--- config.mk ---
export PLATFORM = sky130hd
export DESIGN_NAME = refresh_sched
export DESIGN_NICKNAME = d
export VERILOG_FILES = /design/src/rtl/refresh_sched.sv
export SDC_FILE = /design/constraint.sdc
export NUM_CORES = 1
export LEC_CHECK = 0
export BUFFER_PORTS_ARGS = -buffer_cell sky130_fd_sc_hd__buf_2
export CORE_MARGIN = 10
export CORE_UTILIZATION = 42
export DETAILED_ROUTE_END_ITERATION = 16
export PLACE_DENSITY = 0.71
export SLEW_MARGIN = 20
export SYNTH_ARGS = -nofsm -noshare
export SYNTH_HDL_FRONTEND = slang
export SYNTH_SLANG_ARGS = --single-unit
--- constraint.sdc ---
create_clock -name clk -period 9.15 [get_ports clk]
set_clock_uncertainty 0.2 [all_clocks]
set_input_delay 2.2875 -clock clk [delete_from_list [all_inputs] [get_ports clk]]
set_output_delay 2.2875 -clock clk [all_outputs]
set_load 0.005 [all_outputs]
--- src/rtl/refresh_sched.sv ---
module refresh_sched #(
  parameter int REFI_CYC = 1950,
  parameter int RFC_CYC  = 19,
  parameter int XSNR_CYC = 20,
  parameter int XSRD_CYC = 200,
  parameter int MAX_PEND = 8,
  localparam int PW = $clog2(MAX_PEND + 1)
) (
  input  logic          clk,
  input  logic          rst_n,
  input  logic          busy,
  input  logic          banks_idle,
  input  logic          grant,
  input  logic          sr_req,
  output logic          ref_req,
  output logic          cmd_ref,
  output logic          cke,
  output logic          urgent,
  output logic          block_act,
  output logic          block_rd,
  output logic [PW-1:0] pend_cnt
);
  localparam int TW = $clog2(REFI_CYC);
  localparam int RW = $clog2(RFC_CYC);
  localparam int XW = $clog2(XSRD_CYC + 1);

  logic [TW-1:0] tcnt;
  logic [RW-1:0] rfc_cnt;
  logic [XW-1:0] xs_cnt;
  logic          in_sr, tick, ready, issue, enter_sr, want;

  assign tick      = tcnt == TW'(REFI_CYC - 1);
  assign urgent    = pend_cnt == PW'(MAX_PEND);
  assign block_act = (rfc_cnt != '0) || (xs_cnt > XW'(XSRD_CYC - XSNR_CYC));
  assign block_rd  = xs_cnt != '0;
  assign want      = (pend_cnt != '0) && (!busy || urgent);
  assign ref_req   = !in_sr && (sr_req || want);
  assign ready     = grant && banks_idle && !block_act;
  assign enter_sr  = !in_sr && sr_req && ready;
  assign issue     = !in_sr && !sr_req && want && ready;
  assign cmd_ref   = issue || enter_sr;
  assign cke       = !in_sr && !enter_sr;

  always_ff @(posedge clk or negedge rst_n) begin
    if (!rst_n) begin
      tcnt     <= '0;
      pend_cnt <= '0;
      rfc_cnt  <= '0;
      xs_cnt   <= '0;
      in_sr    <= 1'b0;
    end else begin
      if (in_sr || enter_sr) tcnt <= '0;
      else if (tick)         tcnt <= '0;
      else                   tcnt <= tcnt + 1'b1;

      if (in_sr || enter_sr)              pend_cnt <= '0;
      else if (tick && !issue && !urgent) pend_cnt <= pend_cnt + 1'b1;
      else if (!tick && issue)            pend_cnt <= pend_cnt - 1'b1;

      if (issue)                rfc_cnt <= RW'(RFC_CYC - 1);
      else if (rfc_cnt != '0)   rfc_cnt <= rfc_cnt - 1'b1;

      if (enter_sr)             in_sr <= 1'b1;
      else if (in_sr && !sr_req) in_sr <= 1'b0;

      if (in_sr && !sr_req)     xs_cnt <= XW'(XSRD_CYC);
      else if (xs_cnt != '0)    xs_cnt <= xs_cnt - 1'b1;
    end
  end
endmodule


Word-level counts from Yosys, hierarchy flattened
Index checks and enable logic that the tools add are counted.
{"block": "word_totals", "mem_count": 0, "mem_bits_ro": 0, "out_inout_bits": 10, "wordCells": 58, "in_bits": 6, "reg_bits": 29, "mem_bits_rw": 0, "latchBits": 0}
{"block": "classes", "add_sub_neg": 5, "bitwise_logic": 0, "multipliers": 0, "n_mux": 11, "magnitude_cmp": 1, "n_shift": 0, "eq_ne": 2, "reduce_logical": 34, "div_mod_pow": 0}
{"cell": "2-to-1 mux 11 bit", "n": 2}
{"cell": "2-to-1 mux 8 bit", "n": 2}
{"cell": "logical AND 1 bit", "n": 14}
{"cell": "2-to-1 mux 4 bit", "n": 3}
{"cell": "adder 11 x 1 -> 11 bit (second input constant)", "n": 1}
{"cell": "equality test 11 bit (second input constant)", "n": 1}
{"cell": "2-to-1 mux 5 bit", "n": 2}
{"cell": "> comparator 8 bit (second input constant)", "n": 1}
{"cell": "logical NOT 1 bit", "n": 8}
{"cell": "nonzero test 8 bit", "n": 1}
{"cell": "subtractor 8 x 1 -> 8 bit (second input constant)", "n": 1}
{"cell": "nonzero test 2 bit", "n": 3}
{"cell": "logical OR 1 bit", "n": 5}
{"cell": "nonzero test 5 bit", "n": 1}
{"cell": "subtractor 5 x 1 -> 5 bit (second input constant)", "n": 1}
{"cell": "adder 4 x 1 -> 4 bit (second input constant)", "n": 1}
{"cell": "equality test 4 bit (second input constant)", "n": 1}
{"cell": "nonzero test 4 bit", "n": 1}
{"cell": "subtractor 4 x 1 -> 4 bit (second input constant)", "n": 1}
{"cell": "nonzero test 3 bit", "n": 1}
{"cell": "2-to-1 mux 1 bit", "n": 2}

Logic depth before layout (Yosys ltp)
{"block": "depth", "ltp_word": 10, "depth_mapped": 12, "depth_no_buf": 12}

Least setup slack after synthesis
No wires, ideal clock.
{"block": "synth_timing", "path_kind": "input port to output port", "start": "input grant", "end": "output cke", "slack_ns": 3.868, "path_stages": 3, "t_arrival_ns": 2.794, "n_path_buf": 0, "cell_sequence": "and2_1 a31o_2 inv_1"}
{"block": "synth_via", "elab_chain_len": 5}
{"element": "start: declaration", "line_no": "13", "rtl": "input logic grant,"}
{"element": "logical AND 1 bit (2 in series)", "line_no": "38", "rtl": "assign ready = grant && banks_idle && !block_act;"}
{"element": "logical AND 1 bit", "line_no": "39", "rtl": "assign enter_sr = !in_sr && sr_req && ready;"}
{"element": "logical NOT 1 bit", "line_no": "42", "rtl": "assign cke = !in_sr && !enter_sr;"}
{"element": "logical AND 1 bit", "line_no": "42"}
{"element": "end: declaration", "line_no": "17", "rtl": "output logic cke,"}
Every way passes these cells.

Worst setup path after layout
Same ends and word-level chain as after synthesis.

==> metrics.yaml <==
yosys:
  synth-main-ff-cell: "sky130_fd_sc_hd__dfrtp_1"
  syn-mean-instance-area_um2: 9.882
  yosysSeqAreaShare: 0.4397
  synth_async_sr_flop_share: 1.000
  synthesis.instances: 167
  syn-num-nets: 182
  synthesis.area_um2: 1650
  synth-seq-cells: 29
  yosysWarningCount: 0
  synth_cell_types: 43
  count_of_flip_flops_with_a_built_in_enable_after_synthesis: 0
sta:
  post_route_worst_hold_slack_ns: 0.3150
  final-max-slew-violation-count: 0
  finalCriticalPeriod_ns: 5.563
  maxSlewHeadroom: 0.5591
  final.period_utilization: 0.6079
  finalSetupTns_ns: 0
  timing.final.hold_violations: 0
  finalSetupViolations: 0
  setup_repair_after_global_routing_missed_its_margin: "no"
  max_freq_mhz: 179.8
  worst-slew-pin-transition_ns: 0.6614
floorplanning:
  initial_utilization: 0.4408
  floorplan.core_area_um2: 3744
  rows: 22
  floorplan.die_area_um2: 6837
  die_height_um: 82.69
  num_io_pins: 16
  dieWidth_um: 82.69
setup_path:
  timing.critical_path.slowest_stage_cell: "sky130_fd_sc_hd__a31o_2"
  worst-path-max-fanout: 4
  crit_buf_inv: 3
  worst_stage_delay_on_the_critical_path_ns: 0.26
  cp_top_delay_family: "buffers and inverters"
  start_kind: "primary input"
  timing.setup.critical_path_class: "in2out"
  critPathCaptureType: "primary output"
  worst_path_most_repeated_cell: "sky130_fd_sc_hd__buf_2"
  crit_chain: "buf_2, and2_1, a31o_2, inv_1, buf_2"
  worst-endpoint-arrival_ns: 3.08
  worst_ep_required_time_ns: 6.66
power_and_ir_drop:
  power.ir.vdd_worst_mv: 0.08901
  power_density_nw_per_um2: 163.8
  total_leakage_power_uw: 0.0007954
layout:
  drive_gt1_frac: 0.1596
  antenna_cells_inserted: 0
  syn_to_final_growth_pct: 12.28
  final_nets: 202
detailed_routing:
  final_antenna_net_count: 0
  drt_pre_antenna_iters: 4
  iter_0_drt_violations: 60
  drt_drc_violations_left: 0
  wl_um: 3028
  avgViaCountPerCell: 5.072
  vias: 1197
  average_wire_length_per_cell_after_detail_routing_um: 12.83
grt:
  track_usage: 0.1051
  globalRoute.totalOverflow: 0
  first_pass_grt_wire_length_um: 5547
  grt_antenna_before_repair: 0
  grt_start_max_net_pins: 30
  first_global_vias: 1263
run:
  drv.max_cap_violation_count: 0
worst_hold_path:
  timing.hold.worst.class: "reg2reg"
clock_network:
  cts_root_buffer: "sky130_fd_sc_hd__clkbuf_8"
  ctsHoldBuffers: 0
  clk_pin_slew_ns: 0.06
  cts_buffer_depth: 2
  cts_tree: "built"
  post_cts_repair_timing_setup_buffer_count: 0
  clock-sinks: 29
  cts_resized: 0
  cts_htree_levels: 2
  clk_latency_ns: 0.28
  tritoncts_buffer_count: 5
place:
  gp_routability_congestion: 0.8029
  port_buffers: 15
  post-dp-hpwl_um: 2209
status:
  run_status: "complete, no violations"
==> registers in the layout, indices dropped and copies added, names as in the netlist <==
name,count
in_sr,1
tcnt,11
pend_cnt,4
xs_cnt,8
rfc_cnt,5
==> worst register-to-register path, delay by kind of cell, from the launching register on <==
family                   cells  cell delay [ns]
flip-flops                   1             0.37
buffers and inverters        2             0.22
AND/OR/NAND/NOR              1             0.38
AO/OA/AOI/OAI                6             1.28
XOR/XNOR                     1             0.16
adder cells (fa/ha/maj)      2             0.48
==> kinds of logic (layout without fill, tap and decap cells) <==
family / after synthesis / after routing / share of synthesized area
AOI/OAI and AO/OA: 20 / 20 / 0.09401
xor gates and xnor gates: 19 / 19 / 0.1008
adders and majority gates: 9 / 9 / 0.07279
buffers and inverters: 14 / 35 / 0.03639
DFF: 29 / 29 / 0.4397
muxes: 1 / 1 / 0.006065
and+or+nand+nor: 75 / 75 / 0.2502
==> area by class of cell <==
cell class | instances | area [µm²]
Clock buffer | 6 | 72.57
Clock inverter | 2 | 10.01
Fill cell | 364 | 1891
Inverter | 12 | 45.04
Multi-Input combinational cell | 124 | 864.6
Sequential cell | 29 | 725.7
Tap cell | 48 | 60.06
Timing Repair Buffer | 15 | 75.07
==> synth_stat cells, types with 2 or more instances <==
cell,number,area [µm²]
sky130_fd_sc_hd__o21ai_0,3,15.01
sky130_fd_sc_hd__inv_1,12,45.04
sky130_fd_sc_hd__nand2b_1,2,12.51
sky130_fd_sc_hd__xor2_1,7,61.31
sky130_fd_sc_hd__nor2_1,26,97.59
sky130_fd_sc_hd__nand2_1,11,41.29
sky130_fd_sc_hd__nor4_1,2,12.51
sky130_fd_sc_hd__xnor2_1,12,105.1
sky130_fd_sc_hd__a21o_1,2,15.01
sky130_fd_sc_hd__or3_1,3,18.77
sky130_fd_sc_hd__nand3_1,10,50.05
sky130_fd_sc_hd__nor3_1,5,25.02
sky130_fd_sc_hd__nor2b_1,2,12.51
sky130_fd_sc_hd__ha_1,8,100.1
sky130_fd_sc_hd__dfrtp_1,29,725.7
sky130_fd_sc_hd__a21oi_1,4,20.02
sky130_fd_sc_hd__or4_1,2,15.01
sky130_fd_sc_hd__a211oi_1,2,15.01
==> layer usage <==
| metal | track usage | wire, µm |
|---|---|---|
| met1 | 0.1217 | 1388 |
| met2 | 0.1682 | 1416 |
| met3 | 0.04428 | 186 |
| met5 | 0 | 0 |
| met4 | 0.04181 | 36 |
==> cell usage in the layout, fill, tap and decap left out, types with 2 or more instances in the layout <==
| master | n |
|---|---|
| sky130_fd_sc_hd__dfrtp_1 | 29 |
| sky130_fd_sc_hd__nor2_1 | 26 |
| sky130_fd_sc_hd__buf_2 | 15 |
| sky130_fd_sc_hd__inv_1 | 12 |
| sky130_fd_sc_hd__xnor2_1 | 12 |
| sky130_fd_sc_hd__nand2_1 | 11 |
| sky130_fd_sc_hd__nand3_1 | 10 |
| sky130_fd_sc_hd__ha_1 | 8 |
| sky130_fd_sc_hd__xor2_1 | 7 |
| sky130_fd_sc_hd__nor3_1 | 5 |
| sky130_fd_sc_hd__clkbuf_8 | 5 |
| sky130_fd_sc_hd__a21oi_1 | 4 |
| sky130_fd_sc_hd__or3_1 | 3 |
| sky130_fd_sc_hd__o21ai_0 | 3 |
| sky130_fd_sc_hd__nor4_1 | 2 |
| sky130_fd_sc_hd__or4_1 | 2 |
| sky130_fd_sc_hd__a211oi_1 | 2 |
| sky130_fd_sc_hd__a21o_1 | 2 |
| sky130_fd_sc_hd__nand2b_1 | 2 |
| sky130_fd_sc_hd__nor2b_1 | 2 |
| sky130_fd_sc_hd__clkinv_2 | 2 |
==> final timing paths <==
check	startpoint	endpoint	slack [ns]	cells after the start
max	grant	cke	3.59	5
min	tcnt[0]	tcnt[0]	0.31	1
max reg2reg	rfc_cnt[0]	pend_cnt[3]	5.95	12
min reg2reg	tcnt[0]	tcnt[0]	0.31	1
max in group asynchronous	rst_n	xs_cnt[4]	6.49	1
min in group asynchronous	rst_n	rfc_cnt[0]	1.83	1
==> metrics by stage <==
| step | total power (µW) | cell area [µm²] | std cells | util | setup slack, ns |
|---|---|---|---|---|---|
| floorplan | 193.4 | 1650 | 167 | - | 3.868 |
| CTS | 311.9 | 1853 | 236 | 0.4950 | 3.585 |
| global placement | 203.8 | 1770 | 228 | 0.4729 | 3.595 |
| finish | 303.5 | 1853 | 236 | 0.4950 | 3.587 |
| global route | 327.9 | 1853 | 236 | 0.4950 | 3.518 |
| detailed placement | 206.2 | 1770 | 228 | 0.4729 | 3.588 |
==> power by group <==
group	switching (µW)	internal, µW
Clock	48.6	52.5
Sequential	11.2	140
Combinational	24.4	26.7
Total	84.2	219
No activity file was read; power rests on OpenSTA's default activity.
